## config.mk

```make
export PLATFORM = sky130hd
export DESIGN_NAME = pfx_add
export DESIGN_NICKNAME = d
export VERILOG_FILES = /design/src/rtl/pfx_add_pkg.sv /design/src/rtl/pfx_gp_stage.sv /design/src/rtl/pfx_cell.sv /design/src/rtl/pfx_tree.sv /design/src/rtl/pfx_sum_stage.sv /design/src/rtl/pfx_add.sv
export SDC_FILE = /design/constraint.sdc
export NUM_CORES = 1
export LEC_CHECK = 0
export BUFFER_PORTS_ARGS = -buffer_cell sky130_fd_sc_hd__buf_2
export CAP_MARGIN = 20
export CORE_MARGIN = 10
export CORE_UTILIZATION = 25
export DETAILED_ROUTE_END_ITERATION = 7
export GPL_TIMING_DRIVEN = 0
export SYNTH_ARGS = -nofsm -noshare
export SYNTH_HDL_FRONTEND = slang
export SYNTH_SLANG_ARGS = --single-unit
```

## constraint.sdc

```tcl
create_clock -name vclk -period 1.9
set_input_delay 0.095 -clock vclk [all_inputs]
set_output_delay 0.095 -clock vclk [all_outputs]
set_load 0.02 [all_outputs]
```

## src/rtl/pfx_add_pkg.sv

```systemverilog
`timescale 1ns/1ps
package pfx_add_pkg;

   // Carry-network topology codes selected by the TOPO parameter
   localparam int TOPO_SERIAL = 0;
   localparam int TOPO_LF     = 1;
   localparam int TOPO_KS     = 2;

   // True for powers of two that are at least 2
   function automatic bit is_pow2(input int v);
      return (v >= 2) && ((v & (v - 1)) == 0);
   endfunction

endpackage

```

## src/rtl/pfx_gp_stage.sv

```systemverilog
`timescale 1ns/1ps
// Stage one: per-bit half adders giving generate and propagate
module pfx_gp_stage #(
   parameter int N = 16
) (
   input  logic [N-1:0] a,
   input  logic [N-1:0] b,
   output logic [N-1:0] g,
   output logic [N-1:0] p
);

   for (genvar i = 0; i < N; i++) begin : g_ha
      assign g[i] = a[i] & b[i];
      assign p[i] = a[i] ^ b[i];
   end

endmodule

```

## src/rtl/pfx_cell.sv

```systemverilog
`timescale 1ns/1ps
// One prefix operator: upper pair (g_hi,p_hi) absorbs lower pair (g_lo,p_lo)
module pfx_cell #(
   parameter bit KEEP_P = 1'b1
) (
   input  logic g_hi,
   input  logic p_hi,
   input  logic g_lo,
   input  logic p_lo,
   output logic g_o,
   output logic p_o
);

   assign g_o = g_hi | (p_hi & g_lo);

   if (KEEP_P) begin : g_with_p
      assign p_o = p_hi & p_lo;
   end else begin : g_no_p
      // Group propagate not needed by this topology
      logic unused_p_lo;
      assign unused_p_lo = p_lo;
      assign p_o         = 1'b0;
   end

endmodule

```

## src/rtl/pfx_tree.sv

```systemverilog
`timescale 1ns/1ps
// Stage two: carry network; carry[i] = G[i:0]
module pfx_tree #(
   parameter int N    = 16,
   parameter int TOPO = 2
) (
   input  logic [N-1:0] g,
   input  logic [N-1:0] p,
   output logic [N-1:0] carry
);
   import pfx_add_pkg::*;

   localparam int LVL = $clog2(N);

   if (TOPO == TOPO_SERIAL) begin : g_serial
      logic [N-1:0] chain;
      logic [N-1:0] p_dead;
      logic         unused_p;

      assign chain[0]  = g[0];
      assign p_dead[0] = 1'b0;
      for (genvar i = 1; i < N; i++) begin : g_link
         pfx_cell #(.KEEP_P(1'b0)) i_cell (
            .g_hi(g[i]),
            .p_hi(p[i]),
            .g_lo(chain[i-1]),
            .p_lo(1'b0),
            .g_o (chain[i]),
            .p_o (p_dead[i])
         );
      end
      assign unused_p = p[0] ^ (|p_dead);
      assign carry    = chain;

   end else begin : g_parallel
      logic [N-1:0] g_row [0:LVL];
      logic [N-1:0] p_row [0:LVL];
      logic         unused_ptop;

      assign g_row[0] = g;
      assign p_row[0] = p;

      for (genvar l = 0; l < LVL; l++) begin : g_lvl
         for (genvar i = 0; i < N; i++) begin : g_bit
            if (TOPO == TOPO_LF) begin : g_lf
               // Node combines with the top of the aligned block just below
               localparam int LO = ((i >> l) << l) - 1;
               if (((i >> l) & 1) == 1) begin : g_op
                  pfx_cell #(.KEEP_P(1'b1)) i_cell (
                     .g_hi(g_row[l][i]),
                     .p_hi(p_row[l][i]),
                     .g_lo(g_row[l][LO]),
                     .p_lo(p_row[l][LO]),
                     .g_o (g_row[l+1][i]),
                     .p_o (p_row[l+1][i])
                  );
               end else begin : g_pass
                  assign g_row[l+1][i] = g_row[l][i];
                  assign p_row[l+1][i] = p_row[l][i];
               end
            end else begin : g_ks
               // Node combines with the one 2^l positions lower
               localparam int DIST = 1 << l;
               if (i >= DIST) begin : g_op
                  pfx_cell #(.KEEP_P(1'b1)) i_cell (
                     .g_hi(g_row[l][i]),
                     .p_hi(p_row[l][i]),
                     .g_lo(g_row[l][i-DIST]),
                     .p_lo(p_row[l][i-DIST]),
                     .g_o (g_row[l+1][i]),
                     .p_o (p_row[l+1][i])
                  );
               end else begin : g_pass
                  assign g_row[l+1][i] = g_row[l][i];
                  assign p_row[l+1][i] = p_row[l][i];
               end
            end
         end
      end

      assign unused_ptop = ^p_row[LVL];
      assign carry       = g_row[LVL];
   end

endmodule

```

## src/rtl/pfx_sum_stage.sv

```systemverilog
`timescale 1ns/1ps
// Stage three: sum bits from propagate and incoming carry
module pfx_sum_stage #(
   parameter int N = 16
) (
   input  logic [N-1:0] p,
   input  logic [N-1:0] carry,
   output logic [N:0]   s
);

   assign s[0] = p[0];
   for (genvar i = 1; i < N; i++) begin : g_x
      assign s[i] = p[i] ^ carry[i-1];
   end
   assign s[N] = carry[N-1];

endmodule

```

## src/rtl/pfx_add.sv

```systemverilog
`timescale 1ns/1ps
module pfx_add #(
   parameter int N       = 16,
   parameter int TOPO    = 2,
   parameter int REG_OUT = 0
) (
   input  logic         clk,
   input  logic         rst,
   input  logic [N-1:0] a,
   input  logic [N-1:0] b,
   output logic [N:0]   sum
);
   import pfx_add_pkg::*;

   // Elaboration-time parameter checks
   if (!is_pow2(N)) begin : g_bad_n
      $error("pfx_add: N must be a power of two and at least 2");
   end
   if (TOPO < TOPO_SERIAL || TOPO > TOPO_KS) begin : g_bad_topo
      $error("pfx_add: TOPO must be 0, 1 or 2");
   end
   if (REG_OUT != 0 && REG_OUT != 1) begin : g_bad_reg
      $error("pfx_add: REG_OUT must be 0 or 1");
   end

   logic [N-1:0] gen_w;
   logic [N-1:0] prop_w;
   logic [N-1:0] carry_w;
   logic [N:0]   sum_d;

   pfx_gp_stage #(.N(N)) i_gp (
      .a(a),
      .b(b),
      .g(gen_w),
      .p(prop_w)
   );

   pfx_tree #(.N(N), .TOPO(TOPO)) i_tree (
      .g    (gen_w),
      .p    (prop_w),
      .carry(carry_w)
   );

   pfx_sum_stage #(.N(N)) i_sum (
      .p    (prop_w),
      .carry(carry_w),
      .s    (sum_d)
   );

   if (REG_OUT == 1) begin : g_reg
      logic [N:0] sum_q;
      always_ff @(posedge clk) begin
         if (rst) sum_q <= '0;
         else     sum_q <= sum_d;
      end
      assign sum = sum_q;
   end else begin : g_comb
      logic unused_clk_rst;
      assign unused_clk_rst = clk ^ rst;
      assign sum            = sum_d;
   end

endmodule

```

==> results.ini, run 1 <==
[timing]
setup_tns_ns=-0.807
worst_hold_slack_ns=0.605
max_freq_mhz=475
worst_pin_slew_ns=0.480
slew_headroom_pct=68.0
hold_violations=0
slew_viol_final=0
rsz0062_at_grt=true
worst_slack_ns=-0.206
finalSetupViolations=6
period_needed_ns=2.11
fin_crit_sh_pct=111

[floorplanning]
die_height_um=78.9
initial_core_util_pct=25.9
fp.dieArea_um2=6220
fp.dieW_um=78.9
io_pins=51
rows=21
core_um2=3340

[critical_path]
required_ns=1.80
crit_type=input port to output port
worstPathMaxFanout=4
crit_path_end_kind=output port
cp-start-kind=input port
cp_data_arrival_time_ns=2.01

[detailed_routing]
via_per_inst=4.85
finalWirelength_mm=2.79
drc=0
vias=1058
avgRoutedWirePerCell_um=12.8
route.antenna.remaining_nets=0
first_pass_iters=4
drtIter0Drc=49

[final_layout]
clockBufferCount=0
final-seq-area_um2=0
seq_cell_count=0
final_core_util_pct=42.9
nets=225
drive_above_1_share_pct=47.7
syn_to_final_growth_pct=65.2
diodes=0

[power_and_ir_drop]
finalPower_uw=633
vdd_ir_drop_max_mv=0.113
p_leak_uw=0.000646
power.density_nw_per_um2=443

[synth]
synth_cells=116
ys_top_cells_by_area=ha_1, a21oi_1, xnor2_1
synth_area_per_cell_um2=7.46
synth.most_common_cell=ha_1
ys_top_cells_by_count=ha_1, a21oi_1, nand2_1, xnor2_1
synth_nets=167
ys_seq_area_share_pct=0
synthesis.area_um2=866
yosysTopAreaCellShare_pct=23.1
yosys_warnings=0
synth_cell_types=41
synth_top_cell_by_area=ha_1

[grt]
busiest_layer=met2
grt_util_met3_pct=2.14
use_met2_pct=16.4
grt_pass1_wl_mm=4.57
grt_max_degree=11
grt_use_met1_pct=8.68
grt_antenna_before_repair=0
track_usage_pct=8.16
grt.overflow.total=0
grt_pass1_vias=1076

[min_path]
hold_depth=4
hold_class=input port to output port

[placed_design]
port-buffer-count=49
place.gp.congestion=0.740
hpwl_mm=2.28

[status]
status=finished with violations
violations=setup timing

[flow_run]
drv_cap=0

-- area by class of cell --
type,count,area [µm²]
plain buffers,3,16.3
well taps,46,57.6
fillers,347,1910
inverters,4,15.0
repair buffers,58,358
multi-input cells,107,983
-- placed cells by master, fill, tap and decap left out, drive strengths merged, types with 3 or more instances in the layout --
cell type  instances
a211o              3
a31oi              3
nand2              7
nand2b             3
inv                4
o21ai              3
nand4              3
nand3              5
buf               59
a21oi             14
nor2               4
xor2               3
xnor2              7
a21o               5
ha                16
-- critical path, stage by stage --
cell and delay (ns):
buf_6 0.10, ha_4 0.15, fa_2 0.34, a21o_1 0.21
a221oi_4 0.32, o221ai_4 0.17, a21o_1 0.22, a211o_1 0.27
buf_6 0.13
-- logic make-up (layout without fill, tap and decap cells) --
kind of cell | count (synthesis) | after routing | synth area share, %
and+or+nand+nor | 36 | 36 | 23.1
adders and majority gates | 17 | 17 | 25.4
buffers and inverters | 9 | 65 | 4.77
muxes | 1 | 1 | 1.16
AOI/OAI and AO/OA | 43 | 43 | 35.4
xor gates and xnor gates | 10 | 10 | 10.1
-- per-stage QoR --
step / instances / setup slack (ns) / instance area (µm²)
finish: 218 / -0.206 / 1430
detailed placement: 211 / -0.436 / 1180
global route: 218 / -0.304 / 1430
floorplan: 116 / -0.0321 / 881
global placement: 211 / -0.432 / 1180
CTS: 213 / -0.254 / 1320
-- power by group --
part           internal (µW)  switching, µW  leakage [µW]  total, µW
sequential                 0              0             0          0
combinational            294            339      0.000646        633
clock                      0              0             0          0
total                    294            339      0.000646        633
-- layer usage --
metal / vias up / share of wire (%)
li1: 560 / -
met1: 484 / 40
met2: 14 / 53
met3: 0 / 6.3
met4: 0 / 0
met5: - / 0
-- worst paths after layout --
kind / endpoint / slack [ns] / from
worst min-delay path: sum[0] / 0.60 / a[0]
worst max-delay path: sum[16] / -0.21 / b[0]
-- timing repair --
action,4_1_cts,5_1_grt
endpoints found under the setup margin,8,9
resized for setup,22,15
setup buffers,5,5
pin swaps,11,8
hold buffers,0,0
endpoints found under the hold margin,0,0
(Power assumes the default switching activity.)
==> run 2, diff against run 1 <==
- CORE_MARGIN: 10 -> 2
==> run 2 against run 1 <==
The run still ends with setup timing left; non-clock buffer count fell by 2; die area decreased by 36%; clock-buffer cell count unchanged; via count decreased by 0.85%; final cell count shrank 0.92%; wire length decreased by 12%; critical path depth is 1 higher; first-iteration DRC count is 73% lower; power down 2.2%; largest cell class unchanged; largest power group unchanged.
==> results.ini, run 2 (same netlist as run 1, synthesis figures left out) <==
[final_layout]
layout_commonest_cell=buf_2
seq_cell_count=0
syn_to_final_growth_pct=62.0
fin_cells=216
diodes=0
clockBufferCount=0
final_cell_mix=buf_2, a21oi_1, buf_4, ha_1
drive_above_1_share_pct=46.5
nets=223
final-seq-area_um2=0

[detailed_routing]
route.antenna.remaining_nets=0
finalWirelength_mm=2.45
avgRoutedWirePerCell_um=11.4
first_pass_iters=4
vias=1049
drtIter0Drc=13
drc=0
via_per_inst=4.86

[floorplanning]
fp.dieW_um=62.9
die_height_um=62.9
fp.dieArea_um2=3950
io_pins=51
rows=21
core_um2=3340
initial_core_util_pct=25.9

[flow_run]
drv_cap=0

[placed_design]
port-buffer-count=49
place.gp.congestion=0.769
hpwl_mm=1.89
placed_cells=211

[critical_path]
worstPathMaxFanout=3
required_ns=1.80
cp_data_arrival_time_ns=2.04
cp-start-kind=input port
crit_path_end=sum[12]
crit_type=input port to output port
crit_path_end_kind=output port
startpoint=b[0]

[grt]
grt_antenna_before_repair=0
grt.overflow.total=0
grt_pass1_vias=970
grt_max_degree=11
track_usage_pct=11.8
grt_pass1_wl_mm=4.07

[timing]
hold_violations=0
worst_hold_slack_ns=0.597
max_freq_mhz=469
rsz0062_at_grt=true
period_needed_ns=2.13
worst_pin_slew_ns=0.507
slew_viol_final=0
slew_headroom_pct=66.2
finalSetupViolations=6
fin_crit_sh_pct=112
worst_slack_ns=-0.230

[cts]
cts_hold_buffers=0

[power_and_ir_drop]
finalPower_uw=619
power.density_nw_per_um2=442
vdd_ir_drop_max_mv=0.147
p_leak_uw=0.000637

[min_path]
hold_class=input port to output port

[status]
violations=setup timing
status=finished with violations

-- run 2: worst min path at each step --
stage	startpoint	end	slack (ns)	cells past startpoint
6_report	a[0]	sum[0]	0.60	4
5_1_grt	a[0]	sum[0]	0.61	4
4_1_cts	a[0]	sum[0]	0.60	4
3_5_place_dp	b[0]	sum[0]	0.63	4
3_3_place_gp	b[0]	sum[0]	0.63	4
2_1_floorplan	b[0]	sum[0]	0.40	2
-- run 2: per-stage QoR --
step	setup WS (ns)	area (µm²)	setup TNS, ns	utilization [%]
floorplan	-0.0321	881	-0.0321	-
global placement	-0.437	1180	-1.35	35.5
detailed placement	-0.425	1180	-1.30	35.5
CTS	-0.258	1330	-1.11	39.8
global route	-0.350	1400	-1.40	42.0
finish	-0.230	1400	-0.859	42.0
-- run 2: cell type report --
cell class	instances	area (µm²)
fillers	365	1930
repair buffers	56	347
plain buffers	3	16.3
multi-input cells	107	967
well taps	46	57.6
inverters	4	15.0
-- run 2: critical path: stages --
cell      delay, ns
buf_6          0.10
ha_4           0.15
fa_2           0.34
a21o_1         0.21
a221oi_4       0.33
o221ai_4       0.17
buf_6          0.16
o31ai_4        0.18
xnor2_1        0.14
buf_4          0.16
-- run 2: power breakdown --
part | internal [µW] | switching, µW | total (µW)
Sequential | 0 | 0 | 0
Combinational | 287 | 332 | 619
Clock | 0 | 0 | 0
-- run 2: metal layers --
| layer | track usage, % | up-vias | wire length [µm] | part of all wire (%) |
|---|---|---|---|---|
| li1 | - | 555 | - | - |
| met1 | 14.7 | 482 | 1080 | 44 |
| met2 | 23.3 | 12 | 1290 | 53 |
| met3 | 0.721 | 0 | 77 | 3.1 |
| met4 | 0 | 0 | 0 | 0 |
| met5 | 0 | - | 0 | 0 |
-- run 2: repair_timing --
item / CTS / global route
endpoints found under the hold margin: 0 / 0
gates resized for setup: 21 / 16
pin swaps: 12 / 8
endpoints found under the setup margin: 8 / 9
buffers inserted: 6 / 1
==> run 3, diff against run 2 <==
- clock period: 1.9 -> 2.5 ns (I/O delays scaled with it)
==> run 3 against run 2 <==
The flow now finishes without violations; worst setup slack gained 0.32 ns; largest power group unchanged; largest cell class unchanged; non-clock buffer count shrank 4; via count down 3.8%.
==> results.ini, run 3 (same netlist as run 1, synthesis figures left out) <==
[critical_path]
required_ns=2.38
crit_type=input port to output port
cp_data_arrival_time_ns=2.28
cp-start-kind=input port
crit_path_end_kind=output port
worstPathMaxFanout=4
startpoint=a[0]
crit_path_end=sum[16]

[placed_design]
place.gp.congestion=0.719
placed_cell_area_um2=1170
hpwl_mm=1.85
placed_cells=211
port-buffer-count=49

[power_and_ir_drop]
finalPower_uw=394
power.density_nw_per_um2=328
vdd_ir_drop_max_mv=0.139
p_switching_uw=228
power_frac_seq_pct=0
p_leak_uw=0.000590
pwr-share-clk_pct=0
combPwrFrac_pct=100.0
intPower_uw=165
swShare_pct=58.1

[grt]
use_met2_pct=19.8
grt_max_degree=11
grt_pass1_vias=912
grt_pass1_wl_mm=3.73
grt_use_met1_pct=14.7
track_usage_pct=10.6
busiest_layer=met2
grt_util_met3_pct=0
grt.overflow.total=0
grt_antenna_before_repair=0

[final_layout]
clockBufferCount=0
drive_above_1_share_pct=34.9
seq_cell_count=0
final_cell_mix=buf_2, ha_1, a21oi_1, xnor2_1, nand2_1
final-seq-area_um2=0
layout_commonest_cell=buf_2
design_area_um2=1200
fill_cells=373
fin_cells=212
nets=219
final_core_util_pct=36.0
syn_to_final_growth_pct=38.7
diodes=0

[timing]
slew_headroom_pct=71.6
fin_crit_sh_pct=96.4
hold_violations=0
worst_pin_slew_ns=0.426
setup_tns_ns=0
slew_viol_final=0
finalSetupViolations=0
rsz0062_at_grt=false
period_needed_ns=2.41
max_freq_mhz=415

[floorplanning]
die_height_um=62.9
io_pins=51
rows=21
fp.dieArea_um2=3950
initial_core_util_pct=25.9
core_um2=3340
fp.dieW_um=62.9

[detailed_routing]
vias=1009
first_pass_iters=4
finalWirelength_mm=2.14
via_per_inst=4.76
drc=0
avgRoutedWirePerCell_um=10.1
drtIter0Drc=14
route.antenna.remaining_nets=0

[min_path]
hold_class=input port to output port

[cts]
cts_hold_buffers=0

[flow_run]
drv_cap=0

[status]
status=finished, final reports clean

==> run 3: cell count changes in the layout (fill, tap and decap cells not counted), sizes merged <==
cell / change
buf: -5
clkbuf: +1
==> run 3: cell type report <==
cell class	instances	area (µm²)	area share (%)
multi-input combinational	107	850	70.7
timing repair buffer	50	253	21.0
tap	46	57.6	4.79
buffer	5	26.3	2.19
inverter	4	15.0	1.25
==> run 3: critical path, cell delays in order <==
cell	delay, ns
buf_2	0.10
ha_1	0.21
fa_2	0.35
a21o_1	0.23
a221oi_4	0.35
o221ai_4	0.17
a21o_1	0.22
a211o_1	0.25
buf_4	0.12
buf_2	0.15
==> run 3: power groups by stage <==
stage                     combinational, µW  clock, µW  sequential (µW)
after global placement                  385          0                0
final                                   394          0                0
after CTS                               390          0                0
after global routing                    435          0                0
after floorplan                         275          0                0
after detailed placement                384          0                0
==> run 3: how the worst min path moves through the flow <==
stage / from / endpoint / slack (ns) / cells after the start
after floorplan: b[0] / sum[0] / 0.47 / 2
after global placement: b[1] / sum[1] / 0.65 / 3
after detailed placement: b[1] / sum[1] / 0.65 / 3
after CTS: b[1] / sum[1] / 0.65 / 3
after global routing: a[0] / sum[0] / 0.70 / 4
final: b[0] / sum[0] / 0.67 / 4
==> run 3: per-layer routing <==
metal  share of wire [%]  wire (µm)
met5                   0          0
met2                  45        968
met3                 6.0        128
met4                   0          0
met1                  49       1040
==> run 3: repair_timing <==
action	4_1_cts	5_1_grt
setup buffers	0	1
setup endpoints to repair	1	1
pin swaps	0	3
gates resized for setup	1	2
==> run 3: per-stage QoR <==
| stage | setup slack, ns | hold slack, ns |
|---|---|---|
| 2_1_floorplan | 0.360 | 0.469 |
| 6_report | 0.0906 | 0.667 |
| 3_3_place_gp | -0.0415 | 0.654 |
| 5_1_grt | 0.0154 | 0.705 |
| 3_5_place_dp | -0.0391 | 0.654 |
| 4_1_cts | 0.0223 | 0.655 |
